## src/rtl/cs_offload_queue.sv

```systemverilog
module cs_offload_queue #(
  parameter int NCORE = 4,
  parameter int AW    = 8,
  parameter int PCW   = 16,
  parameter int SPW   = 16,
  parameter int LKB   = 2,
  parameter int CNTW  = 2,
  localparam int CW   = (NCORE > 1) ? $clog2(NCORE) : 1
) (
  input  logic             clk,
  input  logic             rst_n,
  input  logic             req_vld,
  input  logic [CW-1:0]    req_core,
  input  logic [AW-1:0]    req_lock,
  input  logic [PCW-1:0]   req_pc,
  input  logic [SPW-1:0]   req_sp,
  output logic             exe_vld,
  output logic [CW-1:0]    exe_core,
  output logic [AW-1:0]    exe_lock,
  output logic [PCW-1:0]   exe_pc,
  output logic [SPW-1:0]   exe_sp,
  input  logic             ret_vld,
  input  logic [AW-1:0]    ret_lock,
  output logic [NCORE-1:0] done_vld,
  output logic [CW-1:0]    done_core,
  output logic [NCORE-1:0] local_vld,
  output logic [CW-1:0]    local_core
);
  localparam int NLK  = 1 << LKB;
  localparam int CMAX = (1 << CNTW) - 1;
  localparam int QW   = CW + 1;

  logic [AW-1:0]   q_lock [NCORE];
  logic [PCW-1:0]  q_pc   [NCORE];
  logic [SPW-1:0]  q_sp   [NCORE];
  logic [CW-1:0]   q_core [NCORE];
  logic [CW-1:0]   rd_p, wr_p;
  logic [QW-1:0]   q_cnt;
  logic [CNTW-1:0] sat    [NLK];
  logic [CNTW-1:0] sat_nx [NLK];
  logic            others;

  function automatic logic [CW-1:0] nxt(input logic [CW-1:0] p);
    return (p == CW'(NCORE - 1)) ? '0 : p + 1'b1;
  endfunction

  wire [LKB-1:0] req_idx = req_lock[LKB-1:0];
  wire [LKB-1:0] pop_idx = q_lock[rd_p][LKB-1:0];
  wire refuse = req_vld && (sat[req_idx] == CNTW'(CMAX));
  wire push   = req_vld && !refuse;
  wire pop    = !exe_vld && (q_cnt != '0);
  wire finish = exe_vld && ret_vld && (ret_lock == exe_lock);

  always_comb begin
    others = 1'b0;
    for (int i = 1; i < NCORE; i++) begin
      if (QW'(i) < q_cnt && q_lock[CW'((int'(rd_p) + i) % NCORE)] != q_lock[rd_p])
        others = 1'b1;
    end
  end

  always_comb begin
    for (int i = 0; i < NLK; i++) begin
      int v;
      v = int'(sat[i]);
      if (pop && pop_idx == LKB'(i)) v = others ? v + 1 : v - 1;
      if (refuse && req_idx == LKB'(i)) v = v - 1;
      if (v < 0) v = 0;
      if (v > CMAX) v = CMAX;
      sat_nx[i] = CNTW'(v);
    end
  end

  always_ff @(posedge clk) begin
    if (!rst_n) begin
      rd_p <= '0; wr_p <= '0; q_cnt <= '0;
      exe_vld <= 1'b0; done_vld <= '0; local_vld <= '0;
      exe_core <= '0; exe_lock <= '0; exe_pc <= '0; exe_sp <= '0;
      done_core <= '0; local_core <= '0;
      for (int i = 0; i < NLK; i++) sat[i] <= '0;
    end else begin
      for (int i = 0; i < NLK; i++) sat[i] <= sat_nx[i];
      if (push) begin
        q_lock[wr_p] <= req_lock; q_pc[wr_p] <= req_pc;
        q_sp[wr_p]   <= req_sp;   q_core[wr_p] <= req_core;
        wr_p <= nxt(wr_p);
      end
      if (pop) begin
        exe_vld  <= 1'b1;
        exe_core <= q_core[rd_p]; exe_lock <= q_lock[rd_p];
        exe_pc   <= q_pc[rd_p];   exe_sp   <= q_sp[rd_p];
        rd_p <= nxt(rd_p);
      end else if (finish) begin
        exe_vld <= 1'b0;
      end
      q_cnt <= q_cnt + QW'(push) - QW'(pop);
      done_vld   <= finish ? (NCORE'(1) << exe_core) : '0;
      done_core  <= exe_core;
      local_vld  <= refuse ? (NCORE'(1) << req_core) : '0;
      local_core <= req_core;
    end
  end

  AST_NO_OVERFLOW: assert property (@(posedge clk) disable iff (!rst_n)
    push |-> (q_cnt < QW'(NCORE) || pop));
  AST_EXE_HOLD: assert property (@(posedge clk) disable iff (!rst_n)
    (exe_vld && $past(exe_vld)) |-> ($stable(exe_core) && $stable(exe_lock)));
  AST_DONE_ONEHOT: assert property (@(posedge clk) disable iff (!rst_n)
    $onehot0(done_vld));
  AST_DONE_CAUSE: assert property (@(posedge clk) disable iff (!rst_n)
    (|done_vld) |-> $past(ret_vld && exe_vld && ret_lock == exe_lock));
  AST_LOCAL_CAUSE: assert property (@(posedge clk) disable iff (!rst_n)
    (|local_vld) |-> ($past(req_vld) && $onehot(local_vld)));
endmodule

```

## config.mk

```make
export PLATFORM = sky130hd
export DESIGN_NAME = cs_offload_queue
export DESIGN_NICKNAME = d
export VERILOG_FILES = /design/src/rtl/cs_offload_queue.sv
export SDC_FILE = /design/constraint.sdc
export NUM_CORES = 1
export LEC_CHECK = 0
export ABC_AREA = 1
export BUFFER_PORTS_ARGS = -buffer_cell sky130_fd_sc_hd__clkbuf_2
export CORE_ASPECT_RATIO = 1.5
export CORE_MARGIN = 1
export CORE_UTILIZATION = 40
export DETAILED_ROUTE_END_ITERATION = 10
export SYNTH_ARGS = -nofsm -noshare
export SYNTH_HDL_FRONTEND = slang
export SYNTH_SLANG_ARGS = --single-unit
export TNS_END_PERCENT = 50
```

## constraint.sdc

```tcl
create_clock -name clk -period 3.7 [get_ports clk]
set_input_delay 0.555 -clock clk [delete_from_list [all_inputs] [get_ports clk]]
set_output_delay 0.555 -clock clk [all_outputs]
set_load 0.01 [all_outputs]
```

==> reports/metrics.csv, run 1 <==
metric,value,unit
largest net degree at the start of global routing,88,
syn avg cell area,8.846,um^2
Peak supply drop,0.3788,mV
number of diodes,0,
post-synth top area share,44.07,%
share of cells above drive strength 1,15.14,%
worst-path fanout max,11,
asr flop ratio synth,0,%
Via density,5.114,
"most common cell after layout, fill and taps aside",nand2_1,
die height,209.2,um
"area leader, netlist",edfxtp_1,
worst slew pin tran,862.3,ps
Mapped Cells,1294,
total grt overflow,0,
initial DRC count,493,
sequential fraction of the synthesis area,56.66,%
Die Wd,140.1,um
final setup fails,0,
clock sink count,240,
most frequent cells in the layout,"nand2_1 (353), nor2_1 (174), edfxtp_1 (168), o21ai_0 (119), clkbuf_2 (108)",
initial antenna violation count,0,
Rel. slew slack,42.51,%
Routed Antenna Nets,0,
Crit path required time,4090,ps
period utilisation layout,96.72,%
Clock Path Buffers,3,
crit start category,register,
critical path capture point type,register,
P&R area growth vs syn,16.92,%
DR DRC count,0,
Max Fclk,279.4,MHz
clk slew on worst S/H paths,60,ps
global-route wire length before repair,43620,um
clk_lat worst skew,520,ps
CORE AREA,28060,um^2
simple-gate share of the synthesized area,23.54,%
Synth Area in Compound Gates,9.378,%
P per Cell Area,839.5,nW/um^2
Final min period,3579,ps
die area,29310,um^2
arrival time at the worst endpoint,3970,ps
CTS hold repair buffers,0,
skew final,12.48,ps
Fin Setup TNS,0,ps
num rows,75,
hold slack,254.7,ps
top_reg_cell synth,edfxtp_1,
IO Port Bufs,108,
Starting Density,40.80,%
via count,9032,
cts bufs inserted,24,
Wirelength per Cell,15.53,um
main combinational cell family by area after synthesis,simple AND/OR/NAND/NOR gates,
CTS tree,built,
"Hold Vio Cnt, Final",0,
Post-Syn Area,11450,um^2
"EDFF count, synth",168,
max cap viols,0,
DP HPWL,17420,um
Synth area leaders,"edfxtp_1 (44%), dfxtp_1 (13%), nand2_1 (12%), nor2_1 (5.9%), o21ai_0 (5.3%)",
H-tree depth,1,
Ys Warns,0,
Synth Area in Adders,3.782,%
Final nets,1490,
Yosys reg bits,240,
worst min-delay path category,input port to register,
Total GRT Usage,18.85,%
total wire length,27420,um
Synth Net Count,1382,
vias in the first global route,8888,
area share of xor/xnor cells in the synthesized design,0.8416,%
Max Slew Vio Count,0,
clock root buffer,clkbuf_16,
Placer Congestion,0.8422,
mux cell area share after synthesis,0,%
first-pass iteration count of the detailed router,5,
"Distinct cells, synth",45,
status,completed,
RSZ-0062 raised after global routing,true,
Boundary Pins,109,
Leak,5.819,nW
Setup CP Type,register to register,
-- per-layer routing --
layer | wire length [um] | global-route usage (%) | up-vias | part of all wire (%)
met5 | 0 | 0 | - | 0
met4 | 903 | 7.958 | 0 | 3.3
met3 | 1264 | 2.910 | 59 | 4.6
met2 | 14160 | 34.97 | 206 | 52
met1 | 11100 | 21.22 | 4209 | 40
li1 | - | - | 4558 | -
-- worst paths after layout --
check | cells past startpoint | slack (ps) | end | from
setup / recovery | 24 | 120 | sat[3][1]$_SDFF_PN0_ | rd_p[0]$_SDFFE_PN0P_
hold / removal | 1 | 250 | q_pc[3][0]$_DFFE_PP_ | req_pc[0]
setup reg to reg | 24 | 120 | sat[3][1]$_SDFF_PN0_ | rd_p[0]$_SDFFE_PN0P_
hold reg to reg | 2 | 480 | done_core[1]$_SDFF_PN0_ | exe_core[1]$_SDFFE_PN0P_
-- cells in the mapped netlist, types with 2 or more instances --
| cell type | n |
|---|---|
| o21ai_0 | 121 |
| o21a_1 | 2 |
| a31oi_1 | 34 |
| edfxtp_1 | 168 |
| buf_1 | 7 |
| o21ai_1 | 2 |
| clkbuf_1 | 28 |
| buf_6 | 6 |
| nor2_2 | 4 |
| a211oi_1 | 4 |
| a21oi_1 | 21 |
| nand2_1 | 354 |
| xnor2_1 | 5 |
| nand2_2 | 8 |
| buf_2 | 13 |
| nand3_2 | 2 |
| inv_2 | 6 |
| nand3_1 | 93 |
| o22ai_2 | 2 |
| xor2_1 | 6 |
| ha_1 | 33 |
| nor3_1 | 4 |
| dfxtp_1 | 72 |
| inv_1 | 89 |
| o22ai_1 | 2 |
| nor2_1 | 179 |
| nand4_1 | 8 |
| buf_4 | 4 |
-- stage by stage --
step | instances | worst slack [ps] | util (%) | instance area [um^2] | power [mW]
finish | 1766 | 121.2 | 47.70 | 13380 | 11.24
global route | 1766 | -152.0 | 47.70 | 13380 | 12.23
CTS | 1758 | 21.31 | 46.85 | 13150 | 10.90
detailed placement | 1714 | 69.61 | 44.15 | 12390 | 8.546
global placement | 1714 | 136.5 | 44.15 | 12390 | 8.456
floorplan | 1294 | 299.5 | - | 11450 | 7.207
-- where the power goes --
part / switching, mW / internal [mW] / leakage [nW]
clock network: 0.979 / 1.34 / 0.358
logic: 3.32 / 2.02 / 3.34
registers: 0.306 / 3.27 / 2.12
-- critical path, stage by stage (launching register included) --
cell       delay [ps]
dfxtp_4           370
ha_4              360
clkbuf_16         180
nand3_1           100
nand2_1            70
nand2_1            50
nand2_1            60
nand2_1            50
nor2_1            100
nand2_1            90
nand2_2            80
nand3_4           140
xnor2_2           170
a21oi_2           210
ha_2              210
nand3_1           120
ha_1              330
nor3_2            160
nand3_1           100
a21oi_1           120
nand2_1            70
nand2_1            60
nand2_1            70
a21oi_1           110
nor2_1             50
-- layout make-up --
type	count	area, um^2
clock buffers	39	728.2
clock inverters	5	30.03
fillers	2607	14670
inverters	97	381.6
multi-input cells	899	4397
flip-flops and latches	240	6495
well taps	346	432.9
repair buffers	140	919.6
-- cell families after synthesis --
family                     Yosys count
xor gates and xnor gates            11
AOI/OAI and AO/OA                  195
DFF                                240
adders and majority gates           34
and+or+nand+nor                    659
buffers and inverters              155
-- flip-flops by register name, summed over array words and instances (netlist names), named ones only --
| register | count |
|---|---|
| done_core | 2 |
| done_vld | 4 |
| exe_core | 2 |
| exe_lock | 8 |
| exe_pc | 16 |
| exe_sp | 16 |
| exe_vld | 1 |
| local_core | 2 |
| local_vld | 4 |
| q_cnt | 3 |
| q_core | 8 |
| q_lock | 32 |
| q_pc | 64 |
| q_sp | 64 |
| rd_p | 2 |
| sat | 8 |
| wr_p | 2 |
-- what timing repair did --
| item | CTS | global route |
|---|---|---|
| setup endpoints to repair | 0 | 8 |
| resized for setup | 0 | 30 |
| buffers inserted | 0 | 4 |
(Power assumes the default switching activity.)
==> inputs of run 2 (changes only) <==
--- a/config.mk
+++ b/config.mk
@@ -9,7 +9,7 @@
 export BUFFER_PORTS_ARGS = -buffer_cell sky130_fd_sc_hd__clkbuf_2
 export CORE_ASPECT_RATIO = 1.5
 export CORE_MARGIN = 1
-export CORE_UTILIZATION = 40
+export CORE_UTILIZATION = 37
 export DETAILED_ROUTE_END_ITERATION = 10
 export SYNTH_ARGS = -nofsm -noshare
 export SYNTH_HDL_FRONTEND = slang
==> run 2 against run 1 <==
Effect of this change:
- die area increased by 8.0%
- via count up 1.6%
- hold slack got worse by 6.1 ps
- design area rose by 1.8%
- critical path depth is 1 higher
==> reports/metrics.csv, run 2 (synthesized netlist as in run 1, its figures left out) <==
metric,value,unit,change
first-pass iteration count of the detailed router,5,,unchanged
Gate power share,49.3,%,was 47.5%
Peak supply drop,0.4756,mV,was 0.3788 mV
number of diodes,0,,unchanged
worst min-delay path category,input port to register,,unchanged
R2R setup slack,200,ps,was 120 ps
critical path startpoint,rd_p[0]$_SDFFE_PN0P_,,unchanged
Routed Antenna Nets,0,,unchanged
worst-path fanout max,11,,unchanged
Setup CP Type,register to register,,unchanged
Wirelength per Cell,15.26,um,was 15.53 um
switching share of power,41.23,%,was 41.01%
total wire length,27930,um,was 27420 um
sequential share of power,31.0,%,was 31.8%
switching pwr,4.745,mW,was 4.608 mW
"most common cell after layout, fill and taps aside",nand2_1,,unchanged
CTS hold repair buffers,0,,unchanged
largest net degree at the start of global routing,86,,was 88
CORE AREA,30350,um^2,was 28060 um^2
clock share of power,19.8,%,was 20.7%
post-layout instance area,13630,um^2,was 13380 um^2
initial DRC count,474,,was 493
Boundary Pins,109,,unchanged
DR DRC count,0,,unchanged
global-route wire length before repair,43460,um,was 43620 um
Leak,5.893,nW,was 5.819 nW
CP dominant cell by count,nand2_1,,unchanged
skew final,11.91,ps,was 12.48 ps
Crit path required time,4120,ps,was 4090 ps
max cap viols,0,,unchanged
clk slew on worst S/H paths,60,ps,about the same
Total GRT Usage,17.26,%,was 18.85%
clock sink count,240,,unchanged
Die Wd,145.6,um,was 140.1 um
Critical R2R Capture,sat[2][0]$_SDFF_PN0_,,was sat[3][1]$_SDFF_PN0_
Via density,5.013,,was 5.114
cts bufs inserted,23,,was 24
end of the worst hold path,q_pc[1][1]$_DFFE_PP_,,was q_pc[3][0]$_DFFE_PP_
Internal,6.765,mW,was 6.628 mW
H-tree depth,1,,unchanged
worst r2r path cells,25,,was 24
die area,31660,um^2,was 29310 um^2
critical path capture point type,register,,unchanged
fin cells,1830,,was 1766
Placer Congestion,0.8575,,was 0.8422
Finished Core Util,44.90,%,was 47.70%
status,completed,,unchanged
placed cell area,12530,um^2,was 12390 um^2
DP HPWL,17780,um,was 17420 um
Hold Startpoint,req_pc[1],,was req_pc[0]
crit start category,register,,unchanged
die height,217.4,um,was 209.2 um
cell count after placement,1771,,was 1714
initial antenna violation count,0,,unchanged
Buf/Inv on CP,4,,was 1
hold slack,248.5,ps,was 254.7 ps
Clock Path Buffers,3,,unchanged
"Hold Vio Cnt, Final",0,,unchanged
P per Cell Area,844.6,nW/um^2,was 839.5 nW/um^2
CP peak stage delay,400,ps,was 370 ps
Max Slew Vio Count,0,,unchanged
RR Startpoint,rd_p[0]$_SDFFE_PN0P_,,unchanged
Fin Setup TNS,0,ps,unchanged
IO Port Bufs,108,,unchanged
hold path depth,1,,unchanged
via count,9173,,was 9032
worst slew pin tran,839.8,ps,was 862.3 ps
most frequent cells in the layout,"nand2_1 (349), nor2_1 (172), edfxtp_1 (168), o21ai_0 (120), clkbuf_2 (109)",,"was nand2_1 (353), nor2_1 (174), edfxtp_1 (168), o21ai_0 (119), clkbuf_2 (108)"
biggest regs,"q_pc (64), q_sp (64), q_lock (32)",,unchanged
vias in the first global route,8827,,was 8888
period utilisation layout,94.50,%,was 96.72%
fill cell total of the finished layout,2852,,was 2607
total grt overflow,0,,unchanged
share of cells above drive strength 1,16.64,%,was 15.14%
arrival time at the worst endpoint,3920,ps,was 3970 ps
clk_lat worst skew,520,ps,about the same
Final nets,1502,,was 1490
P&R area growth vs syn,19.05,%,was 16.92%
critical path's slowest cell,ha_4,,was dfxtp_4
num rows,78,,was 75
RSZ-0062 raised after global routing,true,,unchanged
clock root buffer,clkbuf_16,,unchanged
CTS tree,built,,unchanged
Final min period,3497,ps,was 3579 ps
"delay-heaviest family, CP",simple AND/OR/NAND/NOR gates,,unchanged
Max Fclk,286.0,MHz,was 279.4 MHz
Starting Density,37.72,%,was 40.80%
Rel. slew slack,44.01,%,was 42.51%
final setup fails,0,,unchanged
[run 2: how the worst max path moves through the flow]
stage                                   endpoint  cells after the start  slack (ps)
after floorplan           q_core[0][0]$_DFFE_PP_                      8         300
after global placement      sat[3][1]$_SDFF_PN0_                     24         140
after detailed placement    sat[0][1]$_SDFF_PN0_                     25         110
after CTS                   sat[1][0]$_SDFF_PN0_                     24          70
after global routing        sat[2][0]$_SDFF_PN0_                     25        -110
final                       sat[2][0]$_SDFF_PN0_                     25         200
[run 2: power groups by stage]
| stage | logic [mW] | registers, mW | clock network, mW |
|---|---|---|---|
| after global placement | 4.90 | 3.61 | 0 |
| final | 5.67 | 3.56 | 2.28 |
| after CTS | 5.05 | 3.56 | 2.33 |
| after global routing | 6.43 | 3.61 | 2.42 |
| after detailed placement | 5.02 | 3.61 | 0 |
| after floorplan | 3.58 | 3.62 | 0 |
[run 2: per-layer routing]
metal / up-vias / wire length [um] / GRT usage [%]
met1: 4340 / 11290 / 19.26
li1: 4586 / - / -
met3: 44 / 1400 / 3.138
met2: 203 / 14600 / 32.40
met5: - / 0 / 0
met4: 0 / 637 / 6.491
[run 2: final cells by class]
cell class | instances | area (um^2) | share of cell area, %
clock buffer | 29 | 608.1 | 4.462
clock inverter | 12 | 118.9 | 0.8722
inverter | 97 | 391.6 | 2.874
multi-input combinational | 899 | 4452 | 32.67
sequential | 240 | 6494 | 47.65
tap | 400 | 500.5 | 3.672
timing repair buffer | 151 | 1044 | 7.657
timing repair inverter | 2 | 20.02 | 0.1469
[run 2: what timing repair did]
action,CTS,global route
gates resized for setup,0,45
setup buffers,0,12
setup endpoints to repair,0,8
[run 2: stage by stage]
step / total power, mW / worst slack [ps]
final: 11.51 / 203.3
after floorplan: 7.207 / 299.5
after CTS: 10.94 / 73.95
after global routing: 12.46 / -114.7
after global placement: 8.509 / 143.6
after detailed placement: 8.633 / 106.4
[run 2: worst reg2reg max path: stages, from the launching register on]
cell	delay, ps
dfxtp_4	380
ha_4	400
clkbuf_16	210
nand3_1	80
nand2_1	60
nand2_1	50
nand2_1	70
nand2_1	60
nor2_1	110
nand2_1	70
nand2_2	80
nand3_4	140
buf_4	200
nand3_1	140
nand2_1	80
inv_1	90
nand3_1	90
ha_1	330
nor4_2	300
nand3_1	110
nand2_1	60
nand2_1	40
nand2_1	70
nand3_1	70
nand2_1	60
inv_1	40
